### config.mk
export PLATFORM = sky130hd
export DESIGN_NAME = rot_onehot_sel
export DESIGN_NICKNAME = d
export VERILOG_FILES = /design/src/rtl/rps_pkg.sv /design/src/rtl/rps_after_mask.sv /design/src/rtl/rps_first_set.sv /design/src/rtl/rps_onehot_dec.sv /design/src/rtl/rot_onehot_sel.sv
export SDC_FILE = /design/constraint.sdc
export NUM_CORES = 1
export LEC_CHECK = 0
export BUFFER_PORTS_ARGS = -buffer_cell sky130_fd_sc_hd__buf_4
export CAP_MARGIN = 20
export CORE_AREA = 2 2 39 41
export DETAILED_ROUTE_END_ITERATION = 6
export DIE_AREA = 0 0 41 43
export PLACE_DENSITY = 0.64
export SYNTH_ARGS = -nofsm -noshare
export SYNTH_HDL_FRONTEND = slang
export SYNTH_SLANG_ARGS = --single-unit
### constraint.sdc
create_clock -name clk_i -period 2.43 [get_ports clk_i]
set_input_delay 0.1215 -clock clk_i [delete_from_list [all_inputs] [get_ports clk_i]]
set_output_delay 0.1215 -clock clk_i [all_outputs]
set_load 0.005 [all_outputs]
### src/rtl/rps_pkg.sv
package rps_pkg;

  // Default number of request lanes.
  localparam int RPS_DEF_LANES = 8;

  // Where the current choice came from.
  typedef enum logic [1:0] {
    SRC_NONE  = 2'd0,  // no bit set anywhere
    SRC_AFTER = 2'd1,  // found after the stored pointer
    SRC_WRAP  = 2'd2   // wrapped around to the full vector
  } rps_src_e;

endpackage

### src/rtl/rps_after_mask.sv
module rps_after_mask #(
  parameter int LANES = 8,
  parameter int IDX_W = $clog2(LANES)
) (
  input  logic [IDX_W-1:0] ptr_i,
  output logic [LANES-1:0] mask_o
);

  // Lane i is open only when it lies strictly after the pointer.
  for (genvar i = 0; i < LANES; i++) begin : g_lane
    assign mask_o[i] = (IDX_W'(i) > ptr_i);
  end

endmodule

### src/rtl/rps_first_set.sv
module rps_first_set #(
  parameter int LANES = 8,
  parameter int IDX_W = $clog2(LANES)
) (
  input  logic [LANES-1:0] vec_i,
  output logic             hit_o,
  output logic [IDX_W-1:0] idx_o
);

  // Lowest set index wins; scanning downward lets lower lanes overwrite.
  always_comb begin
    idx_o = '0;
    for (int i = LANES - 1; i >= 0; i--) begin
      if (vec_i[i]) idx_o = IDX_W'(i);
    end
  end

  assign hit_o = |vec_i;

endmodule

### src/rtl/rps_onehot_dec.sv
module rps_onehot_dec #(
  parameter int LANES = 8,
  parameter int IDX_W = $clog2(LANES)
) (
  input  logic             en_i,
  input  logic [IDX_W-1:0] idx_i,
  output logic [LANES-1:0] onehot_o
);

  for (genvar i = 0; i < LANES; i++) begin : g_dec
    assign onehot_o[i] = en_i && (idx_i == IDX_W'(i));
  end

endmodule

### src/rtl/rot_onehot_sel.sv
module rot_onehot_sel
  import rps_pkg::*;
#(
  parameter int LANES = RPS_DEF_LANES,
  parameter int IDX_W = (LANES > 1) ? $clog2(LANES) : 1
) (
  input  logic             clk_i,
  input  logic             rst_i,
  input  logic [LANES-1:0] vec_i,
  output logic [LANES-1:0] sel_o,
  output logic             valid_o
);

  // Reset value: the last lane, so the first search wraps to lane 0.
  localparam logic [IDX_W-1:0] PTR_RST = IDX_W'(LANES - 1);

  // Lane index 0 is position 1, i.e. the MSB of vec_i.
  logic [LANES-1:0] vec_n;
  logic [LANES-1:0] after_mask;
  logic [LANES-1:0] vec_after;
  logic [LANES-1:0] onehot_n;
  logic             hit_after;
  logic             hit_full;
  logic [IDX_W-1:0] idx_after;
  logic [IDX_W-1:0] idx_full;
  logic [IDX_W-1:0] pick_idx;
  logic [IDX_W-1:0] ptr_q;
  rps_src_e         src;

  for (genvar i = 0; i < LANES; i++) begin : g_norm
    assign vec_n[i]           = vec_i[LANES-1-i];
    assign sel_o[LANES-1-i]   = onehot_n[i];
  end

  rps_after_mask #(.LANES(LANES), .IDX_W(IDX_W)) u_mask (
    .ptr_i  (ptr_q),
    .mask_o (after_mask)
  );

  assign vec_after = vec_n & after_mask;

  rps_first_set #(.LANES(LANES), .IDX_W(IDX_W)) u_enc_after (
    .vec_i (vec_after),
    .hit_o (hit_after),
    .idx_o (idx_after)
  );

  rps_first_set #(.LANES(LANES), .IDX_W(IDX_W)) u_enc_full (
    .vec_i (vec_n),
    .hit_o (hit_full),
    .idx_o (idx_full)
  );

  always_comb begin
    if (hit_after)     src = SRC_AFTER;
    else if (hit_full) src = SRC_WRAP;
    else               src = SRC_NONE;
  end

  always_comb begin
    unique case (src)
      SRC_AFTER: pick_idx = idx_after;
      SRC_WRAP:  pick_idx = idx_full;
      default:   pick_idx = ptr_q;
    endcase
  end

  assign valid_o = (src != SRC_NONE);

  rps_onehot_dec #(.LANES(LANES), .IDX_W(IDX_W)) u_dec (
    .en_i     (valid_o),
    .idx_i    (pick_idx),
    .onehot_o (onehot_n)
  );

  always_ff @(posedge clk_i) begin
    if (rst_i)        ptr_q <= PTR_RST;
    else if (valid_o) ptr_q <= pick_idx;
  end

  AST_ONE_GRANT: assert property (@(posedge clk_i) disable iff (rst_i)
    (vec_i != '0) |-> ($countones(sel_o) == 1));

  AST_GRANT_IN_REQ: assert property (@(posedge clk_i) disable iff (rst_i)
    (sel_o & ~vec_i) == '0);

  AST_IDLE_QUIET: assert property (@(posedge clk_i) disable iff (rst_i)
    (vec_i == '0) |-> (sel_o == '0 && !valid_o));

  AST_IDLE_HOLD: assert property (@(posedge clk_i) disable iff (rst_i)
    !valid_o |=> (ptr_q == $past(ptr_q)));

  AST_WRAP_EMPTY: assert property (@(posedge clk_i) disable iff (rst_i)
    (valid_o && pick_idx <= ptr_q) |-> (vec_after == '0));

  AST_PTR_TRACK: assert property (@(posedge clk_i) disable iff (rst_i)
    valid_o |=> (ptr_q == $past(pick_idx)));

endmodule

### Word level (Yosys, flattened, before mapping)

Index checks and enable logic that the tools add are counted.

* magnitude comparators: 8
* add/subtract/negate cells: 0
* eq/ne operators: 9
* mux-type cells: 19
* multiply operators: 0
* shifts and indexed selects: 0
* reductions and logical operators: 12
* bitwise logic cells: 1
* divide/modulo/power cells: 0

Operators by type and width (count)
* two-way mux 3 bit: 16
* OR reduction 8 bit: 2
* equality test 3 bit, second input constant: 4
* greater-than comparator 3 bit, first input constant: 4
* bitwise AND 8 bit: 1
* logical AND 1 bit: 8
* equality test 3 x 2 -> 1 bit, second input constant: 2
* greater-than comparator 1 x 3 -> 1 bit, first input constant: 2
* greater-than comparator 2 x 3 -> 1 bit, first input constant: 2
* one-hot mux 3 bit (2 select lines): 1
* two-way mux 2 bit: 2
* equality test 3 x 1 -> 1 bit, second input constant: 1
* zero test 3 bit: 1
* equality test 2 x 1 -> 1 bit, second input constant: 1
* equality test 2 bit, second input constant: 1
* nonzero test 2 bit: 1

* bits in registers: 3
* bits in read-only memories: 0
* input port bits: 10
* latch bits: 0
* memory bits (writable): 0
* output and inout port bits: 9
* word-level logic and storage cells: 50
* memories: 0

### Depth between registers and ports, before layout

* word-level depth: 13
* mapped depth: 7
* mapped depth without buffers: 5

### Cells and area by module

Synthesis repeated with hierarchy kept, for this count alone.

* cells, all modules: 69
* area total of the unflattened synthesis: 510.5 sq um

By module, submodules not included
* rot_onehot_sel: cells each 26, area each 203.9 sq um, times used 1, sequential area each 60.1 sq um
* rps_first_set: cells each 13, area each 81.3 sq um, times used 2, sequential area each 0.0 sq um
* rps_onehot_dec: cells each 8, area each 96.3 sq um, times used 1, sequential area each 0.0 sq um
* rps_after_mask: cells each 9, area each 47.5 sq um, times used 1, sequential area each 0.0 sq um

### Worst setup path after synthesis

No wires, ideal clock.

* path kind: register -> output
* start point: register ptr_q[0]
* end point: output sel_o[1]
* buffers on the path: 1
* arrival time: 1.569 ns
* required time: 2.309 ns
* slack: 0.740 ns
* cell stages (with the launch flop): 7
* path through: dfxtp_1 > or3b_1 > and4b_1 > clkbuf_1 > a221oi_2 > o221ai_2 > nor3_2

* word-level cells in the longest chain between the ends: 13
* elaborated cells between the ends (all ways): 25
* classes of those cells: order compare (8); eq/ne (3); mux (10); bitwise (1); reduce/logical (3)

Ends and longest elaborated chain
* from (decl): line rot_onehot_sel.sv:27 `logic [IDX_W-1:0] ptr_q;`
* from (signal assigned): line rot_onehot_sel.sv:78 `else if (valid_o) ptr_q <= pick_idx;`
* greater-than comparator 3 bit: line rps_after_mask.sv:11 `assign mask_o[i] = (IDX_W'(i) > ptr_i);`
* bitwise AND 8 bit: line rot_onehot_sel.sv:40 `assign vec_after = vec_n & after_mask;`
* two-way mux 3 bit (8 in series): line rps_first_set.sv:14 `if (vec_i[i]) idx_o = IDX_W'(i);`
* one-hot mux 3 bit (2 select lines): line rot_onehot_sel.sv:61 `unique case (src)`
* equality test 3 bit: line rps_onehot_dec.sv:11 `assign onehot_o[i] = en_i && (idx_i == IDX_W'(i));`
* logical AND 1 bit *: line rps_onehot_dec.sv:11
* to (decl): line rot_onehot_sel.sv:10 `output logic [LANES-1:0] sel_o,`

Mark *: on every way between the ends. The rest lies on a longest branch, timed or not.

### Final worst setup path

* start point: register ptr_q[1]
* end point: output sel_o[7]

* word-level cells in the longest chain between the ends: 13
* elaborated cells between the ends (all ways): 25
* classes of those cells: order compare (8); eq/ne (2); mux (10); bitwise (1); reduce/logical (4)

Ends and longest elaborated chain (line)
* greater-than comparator 3 bit: rps_after_mask.sv:11
* bitwise AND 8 bit: rot_onehot_sel.sv:40
* two-way mux 3 bit (8 in series): rps_first_set.sv:14
* one-hot mux 3 bit (2 select lines): rot_onehot_sel.sv:61
* zero test 3 bit: rps_onehot_dec.sv:11
* logical AND 1 bit *: rps_onehot_dec.sv:11

Marked as above.

==> metrics.yaml <==
status: "finished clean"
drt_iter0_markers: 12
syn-num-nets: 82
path_depth: 6
fin_ws_ns: 0.240
overflow: 0
htree_levels: 1
grt_pass1_wl_mm: 2.24
fin_crit_sh_pct: 90.1
yosysTopAreaCellShare_pct: 11.2
synth-xor-area-share_pct: 0
cp_cell_sequence: "nand2b_1 > a21oi_1 > o32ai_1 > o211ai_1 > nor4_1 > buf_4"
avgSynthCellArea_sq_um: 7.46
critPathMaxStageDelay_ns: 0.50
synth_edf_count: 0
rows: 14
intPower_mw: 0.340
hold_viol: 0
rsz0062_at_grt: "false"
ys_ff_latch: 3
grt_pass1_vias: 569
slew_headroom_pct: 72.6
cts-resized-gates: 0
critical_path.slowest_cell: "dfxtp_1"
period_needed_ns: 2.19
swShare_pct: 44.6
ys_seq_area_share_pct: 11.2
viasPerCell: 5.70
drc: 0
ys_top_cells_by_area: "dfxtp_1, a21oi_1, nand2b_1, nand2_1, nor2_1"
syn2layout_area_growth_pct: 31.2
nets: 102
track_usage_pct: 18.0
yosys_warnings: 0
cts_max_path_buffers: 2
cts_setup_buffers: 0
setup_viol_count_final: 0
dpl_worst_slack_ns: 0.525
dr_total_vias: 610
wirelength_mm: 1.34
antennaDiodeCount: 0
yosysMostFrequentCell: "a21oi_1"
hold_depth: 2
power_leakage_nw: 0.300
avgRoutedWirePerCell_um: 12.5
critPathTopFamily: "compound AO/OA/AOI/OAI gates"
cts_buffers: 3
synthAdderAreaFrac_pct: 0
cp-end-kind: "output pin"
worst_setup_path_start_kind: "flip-flop"
powerDensity_nw_per_um2: 872
cp_data_required_time_ns: 2.31
finalMaxSlewViolations: 0
cts-root-buf: "clkbuf_4"
ir_drop_v: 0.000391
core_sq_um: 1380
portBuffers: 18
net-switching-power_mw: 0.274
ff2ff_path_depth: 5
top_register: "ptr_q"
die_area_sq_um: 1760
max_cap_viol_count: 0
dr.pass1.iters: 4
fillers: 140
synth-simple-area-share_pct: 37.3
fin_worst_skew_ns: 0.00577
worst-endpoint-arrival_ns: 2.07
reg_top3: "ptr_q (3)"
drive_gt1_share_pct: 36.3
path_max_fanout: 11
holdBufCountCts: 0
cts_tree: "built"
die_w_um: 41
initial_core_util_pct: 38.8
synth_common_cells: "a21oi_1, nand2_1, nor2_1, nand2b_1"
yosys.area.top_type: "dfxtp_1"
antenna_found_initial: 0
gp_congestion: 0.730
sequentialPowerShare_pct: 17.5
fmax_mhz: 457
tns_ns: 0
synth-compound-area-share_pct: 46.9
crit_buf_inv: 1
synth.mux.area_fraction_pct: 0
numClockSinks: 3
clock_latency_ns: 0.23
power_frac_comb_pct: 68.4
grt_max_degree: 14
synth_top_family_by_area: "compound AO/OA/AOI/OAI gates"
worstMarginPinSlew_ns: 0.408
netlist_area_sq_um: 537
power_frac_clock_pct: 14.1
largest_reg_flops: 3
dp_hpwl_mm: 1.05
critPathKind: "flip-flop to output pin"
ys_types: 42
hold_path_class: "primary input to flip-flop"
synthArstFlopShare_pct: 0
synth_cells: 72
ioPinCount: 19
final_antenna_net_count: 0
clk_pin_slew_ns: 0.04
ys.flop_type: "dfxtp_1"
die_h_um: 43
-- metrics by stage --
| stage | util [%] | instances | cell area [sq um] | power, mW | hold slack, ns |
|---|---|---|---|---|---|
| floorplan | - | 72 | 537 | 0.386 | 0.218 |
| global placement | 49.0 | 103 | 678 | 0.530 | 0.326 |
| detailed placement | 49.0 | 103 | 678 | 0.526 | 0.328 |
| CTS | 50.9 | 107 | 704 | 0.617 | 0.0863 |
| global route | 50.9 | 107 | 704 | 0.669 | 0.0814 |
| finish | 50.9 | 107 | 704 | 0.615 | 0.0889 |
-- kinds of logic after synthesis --
group,Yosys count
buffers and inverters,6
DFF,3
and+or+nand+nor,33
AOI/OAI and AO/OA,30
-- power by group through the flow --
stage / clock (mW) / combinational, mW / sequential, mW
global route: 0.0945 / 0.462 / 0.112
detailed placement: 0 / 0.418 / 0.107
finish: 0.0865 / 0.421 / 0.108
CTS: 0.0893 / 0.421 / 0.106
global placement: 0 / 0.422 / 0.108
floorplan: 0 / 0.307 / 0.0795
-- final timing paths --
| path | startpoint | end | slack [ns] |
|---|---|---|---|
| worst min-delay path | rst_i | ptr_q[1] | 0.09 |
| worst max register to register | ptr_q[1] | ptr_q[0] | 0.60 |
| worst min register to register | ptr_q[2] | ptr_q[2] | 0.71 |
| worst max-delay path | ptr_q[1] | sel_o[7] | 0.24 |
-- layer usage --
layer	vias to the layer above	routed length (um)	track usage (%)
li1	321	-	-
met1	264	615	23.0
met2	25	627	27.5
met3	0	93	2.09
met4	0	0	10.7
met5	-	0	0
-- final cells by class --
class	instances	area, sq um	area share (%)
tap	16	20.0	2.84
timing repair buffer	18	135	19.2
sequential	3	60.1	8.53
multi-input combinational	63	452	64.1
clock buffer	4	26.3	3.73
inverter	3	11.3	1.60
-- cell usage in the layout, fill, tap and decap left out, types with 2 or more instances in the layout --
| master | instances |
|---|---|
| or4_1 | 2 |
| nor2b_1 | 3 |
| buf_4 | 18 |
| nand2b_1 | 4 |
| nor2_1 | 6 |
| clkbuf_4 | 3 |
| dfxtp_1 | 3 |
| nand2_1 | 6 |
| inv_1 | 3 |
| nor4_1 | 2 |
| a21oi_1 | 7 |
| o211ai_1 | 2 |
| a211oi_1 | 2 |
(Power assumes the default switching activity.)
